<file path="config.mk">
export PLATFORM = sky130hd
export DESIGN_NAME = dual_bus_xcvr
export DESIGN_NICKNAME = d
export VERILOG_FILES = /design/src/rtl/dual_xcvr_pkg.sv /design/src/rtl/xcvr_rise_detect.sv /design/src/rtl/xcvr_section.sv /design/src/rtl/dual_bus_xcvr.sv
export SDC_FILE = /design/constraint.sdc
export NUM_CORES = 1
export LEC_CHECK = 0
export ABC_AREA = 1
export BUFFER_PORTS_ARGS = -buffer_cell sky130_fd_sc_hd__buf_2
export CORE_ASPECT_RATIO = 1.2
export CORE_MARGIN = 2
export CORE_UTILIZATION = 50
export CTS_CLUSTER_SIZE = 12
export DETAILED_ROUTE_END_ITERATION = 8
export HOLD_SLACK_MARGIN = 0.03
export PLACE_DENSITY = 0.79
export SLEW_MARGIN = 20
export SYNTH_ARGS = -nofsm -noshare
export SYNTH_HDL_FRONTEND = slang
export SYNTH_SLANG_ARGS = --single-unit
</file>
<file path="constraint.sdc">
create_clock -name clk_i -period 1.4 [get_ports clk_i]
set_clock_uncertainty 0.15 [all_clocks]
set_input_delay 0.28 -clock clk_i [delete_from_list [all_inputs] [get_ports clk_i]]
set_output_delay 0.28 -clock clk_i [all_outputs]
set_load 0.02 [all_outputs]
</file>
<file path="src/rtl/dual_xcvr_pkg.sv">
package dual_xcvr_pkg;
  typedef struct packed {
    logic en_ab;
    logic en_ba_n;
    logic sel_ab;
    logic sel_ba;
  } sect_ctrl_t;
endpackage

</file>
<file path="src/rtl/xcvr_rise_detect.sv">
module xcvr_rise_detect #(
  parameter int unsigned SYNC_STAGES = 2
) (
  input  logic clk_i,
  input  logic rst_ni,
  input  logic lvl_i,
  output logic rise_o
);
  logic [SYNC_STAGES-1:0] sync_q;
  logic                   prev_q;

  always_ff @(posedge clk_i or negedge rst_ni) begin
    if (!rst_ni) begin
      sync_q <= '0;
      prev_q <= 1'b0;
    end else begin
      sync_q <= {sync_q[SYNC_STAGES-2:0], lvl_i};
      prev_q <= sync_q[SYNC_STAGES-1];
    end
  end

  assign rise_o = sync_q[SYNC_STAGES-1] & ~prev_q;

  assert_single_pulse_R6: assert property (@(posedge clk_i) disable iff (!rst_ni)
    rise_o |=> !rise_o);
endmodule

</file>
<file path="src/rtl/xcvr_section.sv">
module xcvr_section
  import dual_xcvr_pkg::*;
#(
  parameter int unsigned W           = 8,
  parameter int unsigned SYNC_STAGES = 2
) (
  input  logic         clk_i,
  input  logic         rst_ni,
  input  sect_ctrl_t   ctrl_i,
  input  logic [W-1:0] a_i,
  input  logic [W-1:0] b_i,
  input  logic         cap_a_i,
  input  logic         cap_b_i,
  output logic [W-1:0] a_o,
  output logic [W-1:0] a_oe_o,
  output logic [W-1:0] b_o,
  output logic [W-1:0] b_oe_o,
  output logic         conflict_o
);
  logic         rise_a, rise_b;
  logic [W-1:0] reg_a_q, reg_b_q;
  logic         conflict_d, drive_b, drive_a;
  logic [W-1:0] b_src, a_src;

  xcvr_rise_detect #(.SYNC_STAGES(SYNC_STAGES)) u_rise_a (
    .clk_i(clk_i), .rst_ni(rst_ni), .lvl_i(cap_a_i), .rise_o(rise_a));
  xcvr_rise_detect #(.SYNC_STAGES(SYNC_STAGES)) u_rise_b (
    .clk_i(clk_i), .rst_ni(rst_ni), .lvl_i(cap_b_i), .rise_o(rise_b));

  // capture is independent of enables and selects
  always_ff @(posedge clk_i or negedge rst_ni) begin
    if (!rst_ni) begin
      reg_a_q <= '0;
      reg_b_q <= '0;
    end else begin
      if (rise_a) reg_a_q <= a_i;
      if (rise_b) reg_b_q <= b_i;
    end
  end

  always_comb begin
    conflict_d = ctrl_i.en_ab & ~ctrl_i.en_ba_n & ~ctrl_i.sel_ab & ~ctrl_i.sel_ba;
    drive_b    = ctrl_i.en_ab & ~conflict_d;
    drive_a    = ~ctrl_i.en_ba_n & ~conflict_d;
    b_src      = ctrl_i.sel_ab ? reg_a_q : a_i;
    a_src      = ctrl_i.sel_ba ? reg_b_q : b_i;
  end

  // registered outputs: whole byte switches source on one edge
  always_ff @(posedge clk_i or negedge rst_ni) begin
    if (!rst_ni) begin
      b_o        <= '0;
      b_oe_o     <= '0;
      a_o        <= '0;
      a_oe_o     <= '0;
      conflict_o <= 1'b0;
    end else begin
      b_o        <= drive_b ? b_src : '0;
      b_oe_o     <= {W{drive_b}};
      a_o        <= drive_a ? a_src : '0;
      a_oe_o     <= {W{drive_a}};
      conflict_o <= conflict_d;
    end
  end

  assert_b_oe_needs_enable_R1: assert property (@(posedge clk_i) disable iff (!rst_ni)
    (|b_oe_o) |-> $past(ctrl_i.en_ab));
  assert_a_oe_needs_enable_R2: assert property (@(posedge clk_i) disable iff (!rst_ni)
    (|a_oe_o) |-> !$past(ctrl_i.en_ba_n));
  assert_stored_to_b_R5: assert property (@(posedge clk_i) disable iff (!rst_ni)
    (ctrl_i.en_ab && ctrl_i.sel_ab) |=> (b_o == $past(reg_a_q)));
  assert_stored_to_a_R7: assert property (@(posedge clk_i) disable iff (!rst_ni)
    (!ctrl_i.en_ba_n && ctrl_i.sel_ba) |=> (a_o == $past(reg_b_q)));
  assert_conflict_isolates_R8: assert property (@(posedge clk_i) disable iff (!rst_ni)
    (ctrl_i.en_ab && !ctrl_i.en_ba_n && !ctrl_i.sel_ab && !ctrl_i.sel_ba)
      |=> (conflict_o && b_oe_o == '0 && a_oe_o == '0));
  assert_hold_without_edge_R6: assert property (@(posedge clk_i) disable iff (!rst_ni)
    (!rise_a && !rise_b) |=> ($stable(reg_a_q) && $stable(reg_b_q)));
  assert_uniform_oe_R9: assert property (@(posedge clk_i) disable iff (!rst_ni)
    (b_oe_o == '0 || &b_oe_o) && (a_oe_o == '0 || &a_oe_o));
endmodule

</file>
<file path="src/rtl/dual_bus_xcvr.sv">
module dual_bus_xcvr
  import dual_xcvr_pkg::*;
#(
  parameter int unsigned N_SECT      = 2,
  parameter int unsigned SECT_W      = 8,
  parameter int unsigned SYNC_STAGES = 2,
  localparam int unsigned BUS_W      = N_SECT * SECT_W
) (
  input  logic              clk_i,
  input  logic              rst_ni,
  input  logic [BUS_W-1:0]  a_i,
  input  logic [BUS_W-1:0]  b_i,
  input  logic [N_SECT-1:0] en_ab_i,
  input  logic [N_SECT-1:0] en_ba_n_i,
  input  logic [N_SECT-1:0] sel_ab_i,
  input  logic [N_SECT-1:0] sel_ba_i,
  input  logic [N_SECT-1:0] cap_a_i,
  input  logic [N_SECT-1:0] cap_b_i,
  output logic [BUS_W-1:0]  a_o,
  output logic [BUS_W-1:0]  a_oe_o,
  output logic [BUS_W-1:0]  b_o,
  output logic [BUS_W-1:0]  b_oe_o,
  output logic [N_SECT-1:0] conflict_o
);
  for (genvar s = 0; s < N_SECT; s++) begin : g_sect
    sect_ctrl_t ctrl;
    assign ctrl = '{en_ab: en_ab_i[s], en_ba_n: en_ba_n_i[s],
                    sel_ab: sel_ab_i[s], sel_ba: sel_ba_i[s]};

    xcvr_section #(.W(SECT_W), .SYNC_STAGES(SYNC_STAGES)) u_sect (
      .clk_i      (clk_i),
      .rst_ni     (rst_ni),
      .ctrl_i     (ctrl),
      .a_i        (a_i[s*SECT_W +: SECT_W]),
      .b_i        (b_i[s*SECT_W +: SECT_W]),
      .cap_a_i    (cap_a_i[s]),
      .cap_b_i    (cap_b_i[s]),
      .a_o        (a_o[s*SECT_W +: SECT_W]),
      .a_oe_o     (a_oe_o[s*SECT_W +: SECT_W]),
      .b_o        (b_o[s*SECT_W +: SECT_W]),
      .b_oe_o     (b_oe_o[s*SECT_W +: SECT_W]),
      .conflict_o (conflict_o[s])
    );
  end

  assert_idle_in_reset_R3: assert property (@(posedge clk_i)
    !rst_ni |-> (a_oe_o == '0 && b_oe_o == '0 && conflict_o == '0));
endmodule

</file>
==> run metrics <==
Crit path arrival time ~0.98 ns; CP max stage cell sky130_fd_sc_hd__dfrtp_2; final setup violation count 17; startpoint kind of the worst setup timing path register; clock buffer depth 2; normalized max-slew margin 0.6984; max frequency 708.8 MHz; Crit path required time 0.97 ns; DRC violation total after the first TritonRoute iteration 100; number of antenna violations at the first check in global routing 0; Hold Crit Depth 3; max_cap viols 0; Worst R2R Start g_sect[0].u_sect.u_rise_a.prev_q; Detailed Place HPWL between 4000 and 5000 µm; worst setup slack after layout -0.01076 ns; number of nets still failing antenna checks after routing 0; final routed wirelength across all metal layers roughly 6300 µm; Root Buffer sky130_fd_sc_hd__clkbuf_8; sequential share of the synthesized area 0.6038; total power divided by cell area 1323 nW/µm²; part of the cycle the worst path needs 1.008; smallest hold slack slightly below 0.05 ns; number of hold-slack violations in the final timing report 0; cell type with the highest aggregate area in the netlist sky130_fd_sc_hd__dfrtp_1; synth unique cells 11; mean instance size in the synthesized netlist ~9.9 µm²; count of nets after finishing 481; layout overhead on the synthesized area 22.53%; Initial Utilization 0.5239; cells on worst reg2reg path 3; setup repair after global routing missed its margin yes; drt drc 0; run status finished, violations left; clock-pin transition on the worst setup and hold timing paths about 0.090 ns; multi-input combinational cell area around 820 µm²; number of global-route vias before repair 2318; worst path cell trace buf_2; routed via count divided by cell count between 4 and 5; placeable core region around 6500 µm²; number of warning messages in the yosys log 0; LEAKAGE 2.295 nW; minimum clock period approximately 1.4 ns; average detailed-routed wire length per instance ~12 µm; setup slack, reg-to-reg 0.19 ns; Cells after Synth about 340; failing checks negative setup slack; leading cell types by total area after synthesis sky130_fd_sc_hd__dfrtp_1 (60%), sky130_fd_sc_hd__nand2_1 (7.7%), sky130_fd_sc_hd__o21a_1 (7.1%), sky130_fd_sc_hd__buf_4 (6.6%), sky130_fd_sc_hd__inv_1 (5.1%); CP peak stage delay roughly 0.47 ns; Die Width between 70 and 80 µm; placement row count 32; portion of synthesized cell area occupied by the leading cell type 0.6038; share of cells above drive strength 1 0.3182; final weighted congestion in routability-driven placement between 0.7 and 0.8; fill cell count 538; number of synthesized register bits approximately 80; destination of the worst hold path g_sect[1].u_sect.reg_b_q[6]; CP Class register to primary output; H-tree levels 3; slew at the pin closest to its max-slew limit 0.4513 ns; postcts setup bufs 0; beginning of the worst hold path b_i[14]; Antenna diodes 0; I/O pin cnt about 110; crit-path leading delay family flip-flops; remaining global-route overflow 0; routed via count 2414; Crit. End Element primary output; Mapped Nets between 300 and 400; CP Max Fanout 8; # clock sinks between 80 and 90; first-pass GRT wire length approximately 10000 µm; area of the die around 7500 µm²; global router's overall resource usage 0.1832; Die Y-Extent 94.31 µm; largest net degree at the start of global routing 38; buffering stage count on the worst path with inverters included 1; Hold Crit Class input port to register; IR Drop Worst-Case VDD slightly above 0.7 mV; Initial DRT Pass Iterations 4; Inserted Clock Buffers 9; Pins Over Slew Limit 0; count of buffers from port buffering about 110; TritonCTS clock tree done; clock insertion delay at the later pin of the skew report ~0.34 ns; area taken by flip-flops and latches 2057 µm²; worst reg2reg path endpoint g_sect[0].u_sect.reg_a_q[3]; Post-Synthesis Cell Area between 3000 and 4000 µm²; Placement Setup Slack approximately 0.15 ns
[flip-flops by register name, summed over array words and instances (netlist names)]
name,flops
g_sect.u_sect.reg_b_q,16
g_sect.u_sect.u_rise_a.sync_q,4
g_sect.u_sect.reg_a_q,16
g_sect.u_sect.a_o,16
g_sect.u_sect.b_oe_o,2
g_sect.u_sect.u_rise_b.sync_q,4
g_sect.u_sect.conflict_o,2
g_sect.u_sect.u_rise_a.prev_q,2
g_sect.u_sect.a_oe_o,2
g_sect.u_sect.b_o,16
g_sect.u_sect.u_rise_b.prev_q,2
[metrics by stage]
stage,power [mW],TNS (ns),utilization,instance area (µm²),instances
final,5.507,-0.1267,0.6420,4164,525
after global placement,3.476,0,0.5831,3782,504
after floorplan,3.270,0,-,3398,344
after CTS,5.550,-0.2275,0.6327,4104,525
after detailed placement,3.501,0,0.5831,3782,504
after global routing,5.805,-1.565,0.6420,4164,525
[layout by cell type, fill, tap and decap left out, drive strengths merged]
cell type	count
bufinv	3
inv	46
o21a	32
dlygate4sd3	5
clkbuf	10
nor2	36
clkinvlp	1
buf	117
dfrtp	82
clkinv	2
o21ai	32
nand2	74
[power breakdown]
group	internal (mW)	leakage [nW]	switching, mW
sequential	2.58	1.02	0.101
combinational	0.335	1.15	0.480
clock	1.19	0.117	0.823
[how the worst max path moves through the flow]
stage / from / end / cells past startpoint
after global routing: g_sect[0].u_sect.b_oe_o[0] / b_oe_o[1] / 1
after global placement: sel_ab_i[1] / g_sect[1].u_sect.b_o[2] / 5
after detailed placement: sel_ab_i[1] / g_sect[1].u_sect.b_o[4] / 5
after floorplan: g_sect[1].u_sect.a_oe_o[0] / a_oe_o[10] / 1
final: g_sect[0].u_sect.b_oe_o[0] / b_oe_o[1] / 1
after CTS: g_sect[0].u_sect.b_oe_o[0] / b_oe_o[1] / 1
[layout make-up]
cell class,count,area share
Sequential cell,82,0.4940
Multi-Input combinational cell,174,0.1977
Timing Repair Buffer,122,0.1830
Inverter,46,0.04147
Clock buffer,10,0.03065
Clock inverter,6,0.02764
Tap cell,85,0.02554
[cell usage after synthesis, drive strengths merged]
cell type	n
o21ai	32
nand2	74
buf	42
inv	46
dfrtp	82
o21a	32
nor2	36
[kinds of logic (layout without fill, tap and decap cells)]
group / after synthesis / in the layout / synth area share
buffers and inverters: 88 / 184 / 0.1539
and+or+nand+nor: 110 / 110 / 0.1244
AOI/OAI and AO/OA: 64 / 64 / 0.1178
DFF: 82 / 82 / 0.6038
[per-layer routing]
metal | part of all wire | vias to the layer above | track usage
met5 | 0 | - | 0
met4 | 0.015 | 0 | 0.08190
met3 | 0.054 | 6 | 0.03269
met2 | 0.52 | 81 | 0.3065
met1 | 0.41 | 1129 | 0.2334
li1 | - | 1198 | -
[what timing repair did]
| action | CTS | global route |
|---|---|---|
| endpoints found under the setup margin | 32 | 32 |
| endpoints found under the hold margin | 86 | 0 |
| resized for setup | 13 | 21 |
| hold buffers | 5 | 0 |
(Power assumes the default switching activity.)
